## src/rtl/rac_pkg.sv

```systemverilog
package rac_pkg;
    typedef enum logic [2:0] {
        ST_IDLE,
        ST_WR_REG,
        ST_WR_COEF,
        ST_COEF_FULL,
        ST_RD_BURST
    } rac_state_e;
endpackage

```

## src/rtl/rac_ptr.sv

```systemverilog
// Address pointer: load from the first write byte, step with zero skipped.
module rac_ptr #(
    parameter int AW = 8
) (
    input  logic          clk,
    input  logic          rst_n,
    input  logic          load,
    input  logic [AW-1:0] load_val,
    input  logic          inc,
    output logic [AW-1:0] ptr
);
    logic [AW-1:0] stepped;

    always_comb begin
        stepped = ptr + AW'(1);
        if (stepped == '0) stepped = AW'(1);
    end

    always_ff @(posedge clk or negedge rst_n) begin
        if (!rst_n)    ptr <= '0;
        else if (load) ptr <= load_val;
        else if (inc)  ptr <= stepped;
    end
endmodule

```

## src/rtl/rac_coef_cnt.sv

```systemverilog
// Coefficient byte counter for one burst load.
module rac_coef_cnt #(
    parameter int N  = 196,
    parameter int CW = 8
) (
    input  logic          clk,
    input  logic          rst_n,
    input  logic          clear,
    input  logic          step,
    output logic [CW-1:0] idx,
    output logic          last
);
    localparam logic [CW-1:0] LAST_IDX = CW'(N - 1);

    assign last = (idx == LAST_IDX);

    always_ff @(posedge clk or negedge rst_n) begin
        if (!rst_n)                idx <= '0;
        else if (clear)            idx <= '0;
        else if (step && !last)    idx <= idx + CW'(1);
    end
endmodule

```

## src/rtl/rac_top.sv

```systemverilog
module rac_top
    import rac_pkg::*;
#(
    parameter int AW        = 8,
    parameter int DW        = 8,
    parameter int COEF_N    = 196,
    parameter int STAT_LO   = 12,
    parameter int STAT_HI   = 13,
    localparam int CW       = $clog2(COEF_N)
) (
    input  logic          clk,
    input  logic          rst_n,
    input  logic          in_valid,
    input  logic          in_sot,
    input  logic          in_rd,
    input  logic [DW-1:0] in_data,
    input  logic          txn_end,
    output logic          reg_we,
    output logic          reg_re,
    output logic [AW-1:0] reg_addr,
    output logic [DW-1:0] reg_wdata,
    input  logic [DW-1:0] reg_rdata,
    output logic [DW-1:0] host_rdata,
    output logic          host_rvalid,
    output logic          coef_we,
    output logic [CW-1:0] coef_idx,
    output logic [DW-1:0] coef_wdata,
    output logic          err_short,
    output logic          err_overrun
);
    rac_state_e    state, nxt;
    logic [AW-1:0] ptr;
    logic [CW-1:0] cnt;
    logic          cnt_last;
    logic          ptr_load, ptr_inc, cnt_clr, cnt_step;
    logic          we_n, re_n, rv_n, rz_n, cwe_n, short_n, ovr_n;
    logic          rd_zero;
    logic          ptr_is_stat, ptr_is_zero, coef_open;

    assign ptr_is_stat = (ptr >= AW'(STAT_LO)) && (ptr <= AW'(STAT_HI));
    assign ptr_is_zero = (ptr == '0);
    assign coef_open   = (state == ST_WR_COEF);

    rac_ptr #(.AW(AW)) ptr_i (
        .clk(clk), .rst_n(rst_n), .load(ptr_load),
        .load_val(in_data[AW-1:0]), .inc(ptr_inc), .ptr(ptr)
    );

    rac_coef_cnt #(.N(COEF_N), .CW(CW)) cnt_i (
        .clk(clk), .rst_n(rst_n), .clear(cnt_clr),
        .step(cnt_step), .idx(cnt), .last(cnt_last)
    );

    // Next state and the pulses that the registered outputs take next cycle.
    always_comb begin
        nxt      = state;
        ptr_load = 1'b0;
        ptr_inc  = 1'b0;
        cnt_clr  = 1'b0;
        cnt_step = 1'b0;
        we_n     = 1'b0;
        re_n     = 1'b0;
        rv_n     = 1'b0;
        rz_n     = 1'b0;
        cwe_n    = 1'b0;
        short_n  = 1'b0;
        ovr_n    = 1'b0;
        if (in_valid && in_sot) begin
            short_n = coef_open;
            if (!in_rd) begin
                ptr_load = 1'b1;
                cnt_clr  = 1'b1;
                nxt      = (in_data[AW-1:0] == '0) ? ST_WR_COEF : ST_WR_REG;
            end else begin
                nxt  = ST_RD_BURST;
                rv_n = 1'b1;
                if (ptr_is_zero) begin
                    rz_n = 1'b1;
                end else begin
                    re_n    = 1'b1;
                    ptr_inc = !ptr_is_stat;
                end
            end
        end else begin
            if (in_valid) begin
                unique case (state)
                    ST_IDLE: ;
                    ST_WR_REG: if (!in_rd) begin
                        we_n    = 1'b1;
                        ptr_inc = 1'b1;
                    end
                    ST_WR_COEF: if (!in_rd) begin
                        cwe_n    = 1'b1;
                        cnt_step = 1'b1;
                        if (cnt_last) nxt = ST_COEF_FULL;
                    end
                    ST_COEF_FULL: if (!in_rd) ovr_n = 1'b1;
                    ST_RD_BURST: if (in_rd) begin
                        rv_n = 1'b1;
                        if (ptr_is_zero || ptr_is_stat) begin
                            rz_n = 1'b1;
                        end else begin
                            re_n    = 1'b1;
                            ptr_inc = 1'b1;
                        end
                    end
                    default: ;
                endcase
            end
            if (txn_end) begin
                nxt     = ST_IDLE;
                short_n = coef_open && !(cnt_step && cnt_last);
            end
        end
    end

    always_ff @(posedge clk or negedge rst_n) begin
        if (!rst_n) state <= ST_IDLE;
        else        state <= nxt;
    end

    always_ff @(posedge clk or negedge rst_n) begin
        if (!rst_n) begin
            reg_we      <= 1'b0;
            reg_re      <= 1'b0;
            reg_addr    <= '0;
            reg_wdata   <= '0;
            host_rvalid <= 1'b0;
            rd_zero     <= 1'b0;
            coef_we     <= 1'b0;
            coef_idx    <= '0;
            coef_wdata  <= '0;
            err_short   <= 1'b0;
            err_overrun <= 1'b0;
        end else begin
            reg_we      <= we_n;
            reg_re      <= re_n;
            host_rvalid <= rv_n;
            rd_zero     <= rz_n;
            coef_we     <= cwe_n;
            err_short   <= err_short | short_n;
            err_overrun <= err_overrun | ovr_n;
            if (we_n || re_n) reg_addr <= ptr;
            if (we_n)         reg_wdata <= in_data;
            if (cwe_n) begin
                coef_idx   <= cnt;
                coef_wdata <= in_data;
            end
        end
    end

    assign host_rdata = (host_rvalid && !rd_zero) ? reg_rdata : '0;
endmodule

```

## config.mk

```make
export PLATFORM = sky130hd
export DESIGN_NAME = rac_top
export DESIGN_NICKNAME = d
export VERILOG_FILES = /design/src/rtl/rac_pkg.sv /design/src/rtl/rac_ptr.sv /design/src/rtl/rac_coef_cnt.sv /design/src/rtl/rac_top.sv
export SDC_FILE = /design/constraint.sdc
export NUM_CORES = 1
export LEC_CHECK = 0
export ABC_AREA = 0
export BUFFER_PORTS_ARGS = -buffer_cell sky130_fd_sc_hd__buf_2
export CAP_MARGIN = 20
export CELL_PAD_IN_SITES_DETAIL_PLACEMENT = 0
export CELL_PAD_IN_SITES_GLOBAL_PLACEMENT = 2
export CORE_ASPECT_RATIO = 1.75
export CORE_MARGIN = 2
export CORE_UTILIZATION = 30
export CTS_CLUSTER_SIZE = 25
export DETAILED_ROUTE_END_ITERATION = 16
export PLACE_DENSITY = 0.86
export SETUP_SLACK_MARGIN = 0.05
export SYNTH_ARGS = -nofsm -noshare
export SYNTH_HDL_FRONTEND = slang
export SYNTH_SLANG_ARGS = --single-unit
```

## constraint.sdc

```tcl
create_clock -name clk -period 2 [get_ports clk]
set_input_delay 0.2 -clock clk [delete_from_list [all_inputs] [get_ports clk]]
set_output_delay 0.2 -clock clk [all_outputs]
set_load 0.005 [all_outputs]
```

# Yosys cells after proc, flatten, opt, wreduce, memory -nomap -nowiden

Cells that the tools add are included.

$add $sub $neg: 2
$lt $le $gt $ge: 2
Equality and inequality tests: 6
Multiplexer cells: 52
Bitwise gates (word level): 2
Reductions and logical operators: 21

Operators by type and width:

| kind                  | number |
|---|---|
| $mux W8               | 6 |
| $mux W1               | 37 |
| $logic_not A8 Y1      | 3 |
| $mux W3               | 7 |
| $add A8 B1 Y8 const B | 2 |
| $reduce_bool A3 Y1    | 3 |
| $eq A8 B8 Y1 const B  | 1 |
| $ge A8 B4 Y1 const B  | 1 |
| $le A8 B4 Y1 const B  | 1 |
| $eq A3 B2 Y1 const B  | 2 |
| $logic_and A1 B1 Y1   | 6 |
| $logic_not A1 Y1      | 4 |
| $reduce_and A4 Y1     | 1 |
| $reduce_bool A2 Y1    | 2 |
| $eq A3 B1 Y1 const B  | 1 |
| $eq A3 B3 Y1 const B  | 1 |
| $ne A3 B1 Y1 const B  | 1 |
| $logic_or A1 B1 Y1    | 2 |
| $mux W2               | 1 |
| $or A1 B1 Y1          | 2 |
| $pmux W1 S2           | 1 |

Flip-flop bits (word level): 58
Logic and storage cells: 99

# Longest topological paths before layout

Word-level depth: 10
Mapped depth: 8
Mapped depth without buffers: 7

# Modules after synthesis

Synthesis repeated with hierarchy kept, for this count alone.

Cell total of the unflattened synthesis: 238
Area, all modules: 2,735.1 µm²

Modules (own cells, without submodules):

| module       | times used | cells each | area an instance (µm²) | sequential area each (µm²) |
|---|---|---|---|---|
| rac_top      | 1          | 133        | 1,789.2                | 1,051.0 |
| rac_ptr      | 1          | 61         | 515.5                  | 200.2 |
| rac_coef_cnt | 1          | 44         | 430.4                  | 200.2 |

# Worst setup path after synthesis

Ideal clock, no wire load.

Path kind: flip-flop to flip-flop
Start: register ptr_i.ptr[0]
End: register reg_addr[0]
Setup time: 0.125 ns
Arrival: 1.776 ns
Slack: 0.100 ns
Stages on the path, launching flop included: 8
Path buffers: 0
Cell sequence: dfrtp_1 > inv_1 > ha_1 > or3b_1 > o21ai_0 > a21oi_1 > nor2_4 > mux2_2

Longest elaborated chain between the ends: 9

RTL lines:

| what                                                | RTL line       | source |
|---|---|---|
| from (decl)                                         | rac_ptr.sv:10  | `output logic [AW-1:0] ptr` |
| from (signal assigned)                              | rac_ptr.sv:21  | `else if (load) ptr <= load_val;` |
| from (signal assigned)                              | rac_ptr.sv:22  | `else if (inc) ptr <= stepped;` |
| $ge A8 B4 Y1 / $le A8 B4 Y1 (equally long branches) | rac_top.sv:40  | `assign ptr_is_stat = (ptr >= AW'(STAT_LO)) && (ptr <= AW'(STAT_HI));` |
| $logic_and A1 B1 Y1                                 | rac_top.sv:40  |  |
| $logic_or A1 B1 Y1                                  | rac_top.sv:100 | `if (ptr_is_zero \|\| ptr_is_stat) begin` |
| $mux W1                                             | rac_top.sv:100 |  |
| $mux W1                                             | rac_top.sv:98  | `ST_RD_BURST: if (in_rd) begin` |
| $mux W1                                             | rac_top.sv:86  | `unique case (state)` |
| $mux W1                                             | rac_top.sv:85  | `if (in_valid) begin` |
| $mux W1 *                                           | rac_top.sv:68  | `if (in_valid && in_sot) begin` |
| net re_n                                            | rac_top.sv:36  | `logic we_n, re_n, rv_n, rz_n, cwe_n, short_n, ovr_n;` |
| $logic_or A1 B1 Y1 *                                | rac_top.sv:143 | `if (we_n \|\| re_n) reg_addr <= ptr;` |
| to (signal assigned)                                | rac_top.sv:143 |  |
| to (decl)                                           | rac_top.sv:20  | `output logic [AW-1:0] reg_addr,` |

Mark *: on every way through the listed nets, which the timed path passes. The rest lies on a longest branch.
A chain may end at the register's enable or synchronous reset.

# Worst setup path after layout

Start: register ptr_i.ptr[1]
End: register reg_addr[1]

Same word-level chain as after synthesis.

==> key figures <==
Global routing
  – First-pass GRT wire length: 10,500 um
  – Largest net degree at the start of global routing: 59
  – Vias in the first global route: 2,100
  – Initial antenna violation count: 0
  – Remaining Overflow, GRT: 0
  – Total GRT Usage: 0.148

Yosys
  – Main synth FF type: dfrtp_1
  – Post-synth EDFFs: 0
  – Mapped Nets: 257
  – Netlist cell types: 46
  – Fraction of registers with async set/reset: 1.00
  – Synth Register Bits: 58
  – Syn Inst Count: 230
  – Syn. warnings: 0
  – Sequential fraction of the synthesis area: 0.538
  – Post-Syn Area per Cell: 11.7 sq um
  – Mapped Area: 2700 sq um
  – Synth area leader: dfrtp_1
  – Synth area leaders: dfrtp_1 54%, mux2_2 14%, nand2_1 2.5%
  – Yosys top cell area share: 0.538

CTS
  – Root Driver: clkbuf_16
  – H-Tree Depth: 3
  – Bufs on Longest Clock Path: 2
  – CTS tree: built
  – CTS Buf Count: 9
  – Worst skew pair latency: 0.33 ns
  – # clock sinks: 58
  – Clk slew on worst S/H paths: 0.05 ns

Place
  – PortBufs: 67
  – GPL Wtd Cong: 0.754
  – DP Cell Count: 425
  – DP HPWL: 4900 um

STA
  – Unrepaired setup endpoints after global routing: yes
  – Worst-Margin Slew: 0.379 ns
  – Setup-failing EPs final: 0
  – Fin. max-slew vios: 0
  – Final hold vios: 0
  – Final period utilization: 0.947
  – Final Critical Period: 1.89 ns
  – Max-slew headroom: 0.745
  – Hold WS: 0.162 ns
  – Max Freq: 0.528 GHz
  – Total negative slack: 0 ns
  – Setup Skew: 0.00300 ns

Floorplanning
  – Rows: 45
  – Core box area: 8730 sq um
  – Starting Density: 0.309
  – Die Height: 129 um
  – Chip Width: 75.7 um
  – DIE AREA: 9800 sq um
  – I/O Pins: 68

Power
  – Leakage power: 1.88 nW
  – Worst vdd ir: 0.000493 V
  – Internal Power: 2.99 mW
  – Total power: 4.12 mW
  – Switching portion of total power: 0.275
  – Combinational fraction of design power: 0.253
  – Flop pwr share: 0.370
  – P per Cell Area: 1110 nW/um^2
  – P_sw: 1.13 mW
  – Clock power frac: 0.377

Critical path
  – CP max FO: 8
  – Arrival @ worst endpoint: 2.11 ns
  – Worst path required time: 2.22 ns
  – Worst Setup Path Type: flip-flop to flip-flop
  – Critical Path End Type: flip-flop
  – Startpoint Class: flip-flop

Drt
  – Routed vias: 2,086
  – Number of remaining DRC errors: 0
  – Avg WL per Cell: 15.1 um
  – DR vias/cell: 4.68
  – Final ANT Viol Nets: 0
  – Iteration-0 DRC Markers: 122
  – WL final: 6760 um
  – DRT Pass-1 Iters: 4

Min path
  – Worst min path class: primary input to flip-flop

Layout
  – Finished Layout Cells: 446
  – Fraction of layout cells with a size suffix above 1: 0.471
  – Ant. Diodes: 0
  – Final nets: 352
  – Filler Cell Count: 826
  – Area Overhead vs Synth: 37.8%

Flow run
  – MaxCap Viol Count: 0

Outcome
  – Outcome: complete, no violations
[flip-flops by register name, indices dropped and copies added (netlist names)]
name and cells:
reg_we 1, reg_wdata 8, err_overrun 1, coef_wdata 8
ptr_i.ptr 8, rd_zero 1, coef_idx 8, reg_re 1
cnt_i.idx 8, state 3, host_rvalid 1, coef_we 1
reg_addr 8, err_short 1
[layout make-up]
cell class / count / area, sq um / share of cell area
clock buffer: 13 / 270 / 0.0727
clock inverter: 2 / 35.0 / 0.00942
inverter: 11 / 46.3 / 0.0125
multi-input combinational: 156 / 1240 / 0.334
sequential: 58 / 1450 / 0.390
tap: 117 / 146 / 0.0394
timing repair buffer: 89 / 528 / 0.142
[power groups by stage]
stage	Sequential (mW)	Combinational, mW	Clock [mW]
2_1_floorplan	1.57	0.450	0
3_3_place_gp	1.53	0.918	0
3_5_place_dp	1.54	0.936	0
4_1_cts	1.52	0.951	1.61
5_1_grt	1.55	1.16	1.65
6_report	1.52	1.04	1.55
[routing by layer]
metal,vias to the layer above,global-route usage,share of wire
met2,51,0.260,0.57
met4,0,0.0898,0.026
met1,1012,0.151,0.37
li1,1011,-,-
met5,-,0,0
met3,12,0.0358,0.036
[what timing repair did]
item                                    in CTS  in global routing
pin swaps                                    1                  5
hold buffers                                 1                  0
setup buffers                                0                  5
hold endpoints to repair                    58                  0
endpoints found under the setup margin      12                 16
gates resized for setup                      4                 12
gates cloned                                 0                  1
[synthesized netlist by cell type, drive strengths merged, types with 3 or more instances]
library cell and n:
o22ai 4, dfrtp 58, buf 4, inv 10, nand4 4, mux2 34
nand2 19, xnor2 4, ha 5, a21oi 10, nor4 4, nor3b 3
o211ai 3, nand3 7, xor2 3, and2 8, o21ai 12, nor2 13
[final timing paths]
| path | startpoint | endpoint | slack, ns | cells after the start |
|---|---|---|---|---|
| hold / removal | in_data[6] | reg_wdata[6] | 0.16 | 2 |
| setup reg to reg | ptr_i.ptr[1] | reg_addr[1] | 0.11 | 8 |
| max in group asynchronous | rst_n | reg_we | 1.32 | 3 |
| hold reg to reg | err_short | err_short | 0.47 | 1 |
| setup / recovery | ptr_i.ptr[1] | reg_addr[1] | 0.11 | 8 |
| min in group asynchronous | rst_n | reg_wdata[3] | 0.39 | 3 |
[logic make-up after synthesis]
group	count (synthesis)	share of synthesized area
xor gates and xnor gates	7	0.0227
AOI/OAI and AO/OA	39	0.0904
buffers and inverters	17	0.0297
DFF	58	0.538
muxes	34	0.142
adders and majority gates	5	0.0232
and+or+nand+nor	70	0.154
[layout by cell type (no fill, tap or decap), types with 2 or more instances in the layout]
| cell type | netlist | layout |
|---|---|---|
| nor3_1 | 2 | 2 |
| o211ai_1 | 2 | 2 |
| dfrtp_1 | 58 | 58 |
| mux2_4 | 0 | 5 |
| and2_1 | 8 | 8 |
| a41oi_1 | 2 | 2 |
| a21oi_1 | 10 | 9 |
| nor4_1 | 3 | 3 |
| or3_1 | 2 | 2 |
| mux2_2 | 34 | 29 |
| inv_2 | 1 | 3 |
| o31ai_1 | 2 | 2 |
| buf_4 | 0 | 19 |
| clkbuf_16 | 0 | 9 |
| buf_12 | 0 | 2 |
| o21ai_0 | 12 | 11 |
| xnor2_1 | 4 | 4 |
| nand2_1 | 18 | 18 |
| xor2_1 | 3 | 3 |
| nand4_1 | 4 | 4 |
| ha_1 | 5 | 4 |
| clkbuf_8 | 0 | 3 |
| inv_1 | 9 | 7 |
| nor2_1 | 12 | 12 |
| o22ai_1 | 4 | 4 |
| and3_1 | 2 | 2 |
| buf_2 | 3 | 67 |
| nand3_1 | 6 | 6 |
[per-stage QoR]
stage	instance area, sq um	util	setup slack (ns)
finish	3720	0.426	0.107
global route	3720	0.426	0.00577
CTS	3610	0.414	0.0216
detailed placement	3290	0.376	-0.00463
global placement	3290	0.376	0.0914
floorplan	2700	-	0.0997
[critical path: stages (launching register included)]
cell	delay, ns
dfrtp_1	0.38
inv_2	0.11
ha_1	0.15
or3b_4	0.40
o21ai_2	0.08
a21oi_2	0.09
nor2_4	0.10
buf_12	0.14
mux2_2	0.33
Note: power is estimated with default switching activity, not from simulation.
